File: config.mk
export PLATFORM = sky130hd
export DESIGN_NAME = refill_fifo
export DESIGN_NICKNAME = d
export VERILOG_FILES = /design/src/rtl/refill_fifo_pkg.sv /design/src/rtl/rf_regs.sv /design/src/rtl/rf_store.sv /design/src/rtl/rf_hyst.sv /design/src/rtl/refill_fifo.sv
export SDC_FILE = /design/constraint.sdc
export NUM_CORES = 2
export LEC_CHECK = 0
export BUFFER_PORTS_ARGS = -buffer_cell sky130_fd_sc_hd__buf_4
export CORE_UTILIZATION = 31
export DETAILED_ROUTE_END_ITERATION = 8
export HOLD_SLACK_MARGIN = 0.1
export PLACE_DENSITY = 0.56
export REMOVE_ABC_BUFFERS = 1
export SYNTH_ARGS = -nofsm -noshare
export SYNTH_HDL_FRONTEND = slang
export SYNTH_SLANG_ARGS = --single-unit
File: constraint.sdc
create_clock -name clk_i -period 7.8 [get_ports clk_i]
set_input_delay 0.39 -clock clk_i [delete_from_list [all_inputs] [get_ports clk_i]]
set_output_delay 0.39 -clock clk_i [all_outputs]
set_load 0.05 [all_outputs]
File: src/rtl/refill_fifo_pkg.sv
package refill_fifo_pkg;
  localparam int unsigned WORD_W   = 32;
  localparam int unsigned ALARM_W  = 9;
  localparam int unsigned GRAN_W   = 3;
  localparam int unsigned GRAN_LSB = 24;
  localparam int unsigned EOF_BIT  = 29;
  localparam int unsigned ADDR_CTRL  = 0;
  localparam int unsigned ADDR_ALARM = 1;
  localparam logic [GRAN_W-1:0] GRAN_RST = 3'd1;

  typedef struct packed {
    logic              eof;
    logic [GRAN_W-1:0] gran;
  } ctrl_t;
endpackage

File: src/rtl/rf_regs.sv
module rf_regs
  import refill_fifo_pkg::*;
#(
  parameter int unsigned REG_AW = 2
) (
  input  logic               clk_i,
  input  logic               rst_ni,
  input  logic               we_i,
  input  logic [REG_AW-1:0]  addr_i,
  input  logic [WORD_W-1:0]  wdata_i,
  output logic [WORD_W-1:0]  rdata_o,
  output ctrl_t              ctrl_o,
  output logic [ALARM_W-1:0] alarm_o
);
  logic  sel_ctrl, sel_alarm;
  ctrl_t ctrl_q;
  logic [ALARM_W-1:0] alarm_q;

  assign sel_ctrl  = (addr_i == REG_AW'(ADDR_CTRL));
  assign sel_alarm = (addr_i == REG_AW'(ADDR_ALARM));

  always_ff @(posedge clk_i or negedge rst_ni) begin
    if (!rst_ni) begin
      ctrl_q  <= '{eof: 1'b0, gran: GRAN_RST};
      alarm_q <= '0;
    end else if (we_i) begin
      if (sel_ctrl) begin
        ctrl_q.eof  <= wdata_i[EOF_BIT];
        ctrl_q.gran <= wdata_i[GRAN_LSB +: GRAN_W];
      end
      if (sel_alarm) alarm_q <= wdata_i[ALARM_W-1:0];
    end
  end

  always_comb begin
    rdata_o = '0;
    if (sel_ctrl) begin
      rdata_o[EOF_BIT]             = ctrl_q.eof;
      rdata_o[GRAN_LSB +: GRAN_W]  = ctrl_q.gran;
    end else if (sel_alarm) begin
      rdata_o[ALARM_W-1:0] = alarm_q;
    end
  end

  assign ctrl_o  = ctrl_q;
  assign alarm_o = alarm_q;
endmodule

File: src/rtl/rf_store.sv
module rf_store #(
  parameter int unsigned DEPTH_W = 128,
  parameter int unsigned DATA_W  = 32,
  localparam int unsigned PTR_W  = (DEPTH_W > 1) ? $clog2(DEPTH_W) : 1,
  localparam int unsigned CNT_W  = $clog2(DEPTH_W + 1)
) (
  input  logic              clk_i,
  input  logic              rst_ni,
  input  logic              push_i,
  input  logic [DATA_W-1:0] data_i,
  input  logic              pop_i,
  output logic [DATA_W-1:0] data_o,
  output logic [CNT_W-1:0]  cnt_o,
  output logic [CNT_W-1:0]  cnt_n_o,
  output logic              full_o,
  output logic              empty_o,
  output logic              ovf_o,
  output logic              udf_o
);
  localparam logic [CNT_W-1:0] CNT_MAX = CNT_W'(DEPTH_W);
  localparam logic [PTR_W-1:0] PTR_LAST = PTR_W'(DEPTH_W - 1);

  logic [DATA_W-1:0] mem_q [DEPTH_W];
  logic [PTR_W-1:0]  wr_q, rd_q, wr_n, rd_n;
  logic [CNT_W-1:0]  cnt_q, cnt_n;
  logic              push_ok, pop_ok, ovf_q, udf_q;

  assign full_o  = (cnt_q == CNT_MAX);
  assign empty_o = (cnt_q == '0);
  assign push_ok = push_i && !full_o;
  assign pop_ok  = pop_i && !empty_o;

  // pointer wrap: free for power-of-two depth, compare otherwise
  generate
    if ((DEPTH_W & (DEPTH_W - 1)) == 0) begin : g_wrap_pow2
      assign wr_n = wr_q + PTR_W'(1);
      assign rd_n = rd_q + PTR_W'(1);
    end else begin : g_wrap_cmp
      assign wr_n = (wr_q == PTR_LAST) ? '0 : wr_q + PTR_W'(1);
      assign rd_n = (rd_q == PTR_LAST) ? '0 : rd_q + PTR_W'(1);
    end
  endgenerate

  always_comb begin
    unique case ({push_ok, pop_ok})
      2'b10:   cnt_n = cnt_q + CNT_W'(1);
      2'b01:   cnt_n = cnt_q - CNT_W'(1);
      default: cnt_n = cnt_q;
    endcase
  end

  always_ff @(posedge clk_i) begin
    if (push_ok) mem_q[wr_q] <= data_i;
  end

  always_ff @(posedge clk_i or negedge rst_ni) begin
    if (!rst_ni) begin
      wr_q  <= '0;
      rd_q  <= '0;
      cnt_q <= '0;
      ovf_q <= 1'b0;
      udf_q <= 1'b0;
    end else begin
      if (push_ok) wr_q <= wr_n;
      if (pop_ok)  rd_q <= rd_n;
      cnt_q <= cnt_n;
      if (push_i && !push_ok) ovf_q <= 1'b1;
      if (pop_i && !pop_ok)   udf_q <= 1'b1;
    end
  end

  assign data_o  = mem_q[rd_q];
  assign cnt_o   = cnt_q;
  assign cnt_n_o = cnt_n;
  assign ovf_o   = ovf_q;
  assign udf_o   = udf_q;
endmodule

File: src/rtl/rf_hyst.sv
module rf_hyst #(
  parameter int unsigned FILL_W      = 10,
  parameter int unsigned DEPTH_BYTES = 512,
  parameter int unsigned ALARM_W     = 9,
  parameter int unsigned GRAN_W      = 3
) (
  input  logic               clk_i,
  input  logic               rst_ni,
  input  logic [FILL_W-1:0]  fill_n_i,
  input  logic [ALARM_W-1:0] alarm_i,
  input  logic [GRAN_W-1:0]  gran_i,
  output logic               req_o
);
  logic [FILL_W-1:0] free_n, hi_mark, lo_mark;
  logic              req_q, req_d;

  assign free_n  = FILL_W'(DEPTH_BYTES) - fill_n_i;
  assign hi_mark = FILL_W'({gran_i, 2'b00});
  assign lo_mark = FILL_W'(alarm_i);

  // on: stay until free space shrinks to hi_mark; off: wake at lo_mark
  assign req_d = req_q ? (free_n > hi_mark) : (fill_n_i <= lo_mark);

  // empty FIFO after reset meets any low mark
  always_ff @(posedge clk_i or negedge rst_ni) begin
    if (!rst_ni) req_q <= 1'b1;
    else         req_q <= req_d;
  end

  assign req_o = req_q;
endmodule

File: src/rtl/refill_fifo.sv
module refill_fifo
  import refill_fifo_pkg::*;
#(
  parameter int unsigned DEPTH_W = 128,
  parameter int unsigned REG_AW  = 2,
  localparam int unsigned CNT_W  = $clog2(DEPTH_W + 1),
  localparam int unsigned FILL_W = CNT_W + 2
) (
  input  logic              clk_i,
  input  logic              rst_ni,
  input  logic              push_i,
  input  logic [WORD_W-1:0] push_data_i,
  input  logic              pop_i,
  output logic [WORD_W-1:0] pop_data_o,
  output logic              full_o,
  output logic              empty_o,
  output logic [FILL_W-1:0] fill_bytes_o,
  output logic              overflow_o,
  output logic              underflow_o,
  output logic              req_o,
  input  logic              reg_we_i,
  input  logic [REG_AW-1:0] reg_addr_i,
  input  logic [WORD_W-1:0] reg_wdata_i,
  output logic [WORD_W-1:0] reg_rdata_o
);
  localparam int unsigned DEPTH_BYTES = DEPTH_W * 4;

  ctrl_t              ctrl_q;
  logic [ALARM_W-1:0] alarm_q;
  logic [GRAN_W-1:0]  gran_q;
  logic [CNT_W-1:0]   cnt_q, cnt_n;
  logic               ctrl_eof_unused;

  rf_regs #(.REG_AW(REG_AW)) u_regs (
    .clk_i   (clk_i),
    .rst_ni  (rst_ni),
    .we_i    (reg_we_i),
    .addr_i  (reg_addr_i),
    .wdata_i (reg_wdata_i),
    .rdata_o (reg_rdata_o),
    .ctrl_o  (ctrl_q),
    .alarm_o (alarm_q)
  );

  assign gran_q          = ctrl_q.gran;
  assign ctrl_eof_unused = ctrl_q.eof;

  rf_store #(.DEPTH_W(DEPTH_W), .DATA_W(WORD_W)) u_store (
    .clk_i   (clk_i),
    .rst_ni  (rst_ni),
    .push_i  (push_i),
    .data_i  (push_data_i),
    .pop_i   (pop_i),
    .data_o  (pop_data_o),
    .cnt_o   (cnt_q),
    .cnt_n_o (cnt_n),
    .full_o  (full_o),
    .empty_o (empty_o),
    .ovf_o   (overflow_o),
    .udf_o   (underflow_o)
  );

  rf_hyst #(
    .FILL_W(FILL_W), .DEPTH_BYTES(DEPTH_BYTES), .ALARM_W(ALARM_W), .GRAN_W(GRAN_W)
  ) u_hyst (
    .clk_i    (clk_i),
    .rst_ni   (rst_ni),
    .fill_n_i ({cnt_n, 2'b00}),
    .alarm_i  (alarm_q),
    .gran_i   (gran_q),
    .req_o    (req_o)
  );

  assign fill_bytes_o = {cnt_q, 2'b00};
endmodule

==> flow_metrics.tcl <==
set metrics [dict create \
    status "completed" \
    die_h_um 720.3 \
    synthCells 6971 \
    whs_ps 169.2 \
    max_freq_ghz 0.1571 \
    synthArstFlopShare_pct 0.9192 \
    ctsResizeCount 0 \
    vias 77682 \
    synth_edf_count 4096 \
    synth_top_area_share_pct 76.91 \
    ios 150 \
    ff2ff_path_depth 18 \
    cts.sinks 4134 \
    skew_ps 115.8 \
    areaGrowthSynthToFinish_pct 15.58 \
    ant_nets 0 \
    num_rows 263 \
    grt_pass1_wl_um 628100 \
    core_mm2 0.5133 \
    p_clk_share_pct 30.0 \
    drc 0 \
    mostFrequentLayoutCells "edfxtp_1, mux4_2, clkbuf_16" \
    synth_cell_type_count 66 \
    worstSetupPathType "flip-flop to output pin" \
    p_leak_nw 57.01 \
    rsz0062_at_grt "no" \
    hold_path_class "input pin to flip-flop" \
    startpoint "u_store.rd_q[0]" \
    synth_area_mm2 0.1599 \
    wl_met3_um 37390 \
    slew_violations 0 \
    hold_viol 0 \
    power_frac_comb_pct 31.9 \
    r2r-end "u_hyst.req_o" \
    setup-violations-final 0 \
    start_util_pct 31.15 \
    cts-root-buf "clkbuf_16" \
    ys_ff_latch 4134 \
    die_area_mm2 0.5188 \
    fp.dieW_um 720.3 \
    tightest_slew_ps 1325 \
    overflow 0 \
    clock_latency_ps 1050 \
    crit_path_end_kind "output pin" \
    reg2reg_slack_ps 2340 \
    p_switching_w 0.02209 \
    cts_tree "built" \
    holdPathEnd "u_store.mem_q[37][3]" \
    min_period_over_period_pct 81.61 \
    wl_per_cell_um 31.37 \
    drv_cap 0 \
    top_layer_used "met5" \
    yosys_warnings 0 \
    p_per_area_mw_per_mm2 359.4 \
    r2r_start "u_store.cnt_o[0]" \
    met1_length_um 187900 \
    htreeDepth 5 \
    seq_area_frac_synth_pct 77.50 \
    required_ps 7410 \
    switching_share_pct 33.25 \
    drt_iter0_drc 9962 \
    grt_pass1_vias 78185 \
    worstPathArrival_ps 5980 \
    final_common_cell "edfxtp_1" \
    period_minus_slack_ps 6365 \
    dp_hpwl_um 253800 \
    first_pass_iters 5 \
    clk_pin_slew_ps 60 \
    setup-tns-final_ps 0 \
    worst_ir_drop_vdd_uv 450.4 \
    port_buffers 109 \
    maxSlewHeadroom_pct 11.69 \
    min_from "push_data_i[3]" \
    numCtsBuffers 419 \
    drive_gt1_share_pct 29.79 \
    netlist_top_cells_area "edfxtp_1, mux4_2, mux2i_1, mux2_2, dfrtp_1" \
    clk_path_buf_depth 4 \
    syn_avg_cell_area_um2 22.94 \
    synth_top_flop_cell "edfxtp_1" \
    route.met2.wl_um 217400 \
    cts_post_setup_buffers_inserted 0 \
    routabilityCongestion 0.7975 \
    wl_um 458200 \
    p_int_w 0.04434 \
    gr-usage-all-layers_pct 17.18 \
    nNetsFinal 7580 \
    antenna_found_initial 59 \
    worstSetupStartpointType "flip-flop" \
    min_path_cells 1 \
    critPathMaxFanout 46 \
    grt_max_degree 113 \
    routed_via_density 5.318 \
    seqPwrFrac_pct 38.2 \
    netlist.top_cell.by_area "edfxtp_1" \
    cts_hold_buf 65 \
]
## kinds of logic (layout without fill, tap and decap cells)
kind of cell               Yosys count  count (layout)  share of synthesized area [%]
AOI/OAI and AO/OA                  507             507                          2.046
xor gates and xnor gates            17              17                        0.09310
adders and majority gates           21              21                         0.1690
buffers and inverters              419            1262                          1.500
DFF                               4134            4134                          77.50
muxes                             1460            1460                          17.53
other                                1              36                       0.002345
and+or+nand+nor                    412             412                          1.152
## worst max-delay path by stage
stage / depth (start not counted) / to / slack (ps)
2_1_floorplan: 7 / pop_data_o[11] / -36620
3_3_place_gp: 18 / u_hyst.req_o / 1970
3_5_place_dp: 18 / u_hyst.req_o / 2390
4_1_cts: 10 / pop_data_o[13] / 1380
5_1_grt: 9 / pop_data_o[13] / 1300
6_report: 10 / pop_data_o[19] / 1430
## metal layers
metal,track usage [%],up-vias
li1,-,30736
met1,23.69,42783
met2,27.63,3477
met3,3.022,680
met4,5.631,6
met5,0,-
## sequential cells by signal, indices dropped and copies added, names as in the netlist
signal / flops
u_store.rd_q: 7
u_store.mem_q: 4096
u_regs.alarm_o: 9
u_regs.ctrl_o: 4
u_store.udf_o: 1
u_store.cnt_o: 8
u_hyst.req_o: 1
u_store.ovf_o: 1
u_store.wr_q: 7
## per-stage QoR
stage / instance area [um2] / util, % / worst slack, ps / power (W) / cells
finish: 184800 / 36.01 / 1435 / 0.06644 / 14606
detailed placement: 170600 / 33.24 / 2390 / 0.04712 / 13759
global route: 184800 / 36.00 / 1300 / 0.06849 / 14596
CTS: 184800 / 36.00 / 1380 / 0.06696 / 14591
global placement: 170600 / 33.24 / 1969 / 0.04701 / 13759
floorplan: 157700 / - / -36620 / 0.03780 / 6593
## cell type report
class	count	area [um2]
timing repair buffer	474	4126
antenna	15	37.54
fill	46542	328500
clock inverter	252	2550
tap	6757	8454
multi-input combinational	2438	34670
clock buffer	515	10950
inverter	21	78.83
sequential	4134	124000
## critical path, stage by stage (launching register included)
cell and delay [ps]:
dfrtp_4 1120, buf_12 330, buf_12 370, buf_12 340, mux2_2 380, a21boi_0 260, o21ai_0 120, a31oi_1 830
nand3_1 290, o41a_1 410, buf_4 310
## synth_stat cells (14+ instances only)
| master | count |
|---|---|
| nor2b_1 | 48 |
| nand3_1 | 25 |
| buf_1 | 30 |
| buf_2 | 110 |
| mux4_2 | 1062 |
| mux2i_1 | 285 |
| o211ai_1 | 24 |
| a31oi_1 | 34 |
| dfrtp_1 | 36 |
| a211oi_1 | 49 |
| o221ai_1 | 14 |
| ha_1 | 20 |
| edfxtp_1 | 4096 |
| clkbuf_1 | 110 |
| and2_1 | 14 |
| o22ai_1 | 33 |
| inv_1 | 20 |
| xnor2_1 | 14 |
| buf_6 | 34 |
| mux2_2 | 113 |
| a21boi_0 | 31 |
| a22oi_1 | 42 |
| nor2_1 | 193 |
| a21oi_1 | 123 |
| o21ai_0 | 94 |
| nand2_1 | 88 |
| buf_4 | 112 |
## power groups by stage
stage / Sequential, W / Clock, W / Combinational, W
finish: 0.0254 / 0.0199 / 0.0212
global placement: 0.0258 / 0 / 0.0212
detailed placement: 0.0258 / 0 / 0.0213
global route: 0.0254 / 0.0210 / 0.0221
floorplan: 0.0265 / 0 / 0.0113
CTS: 0.0254 / 0.0202 / 0.0214
(Power assumes the default switching activity.)
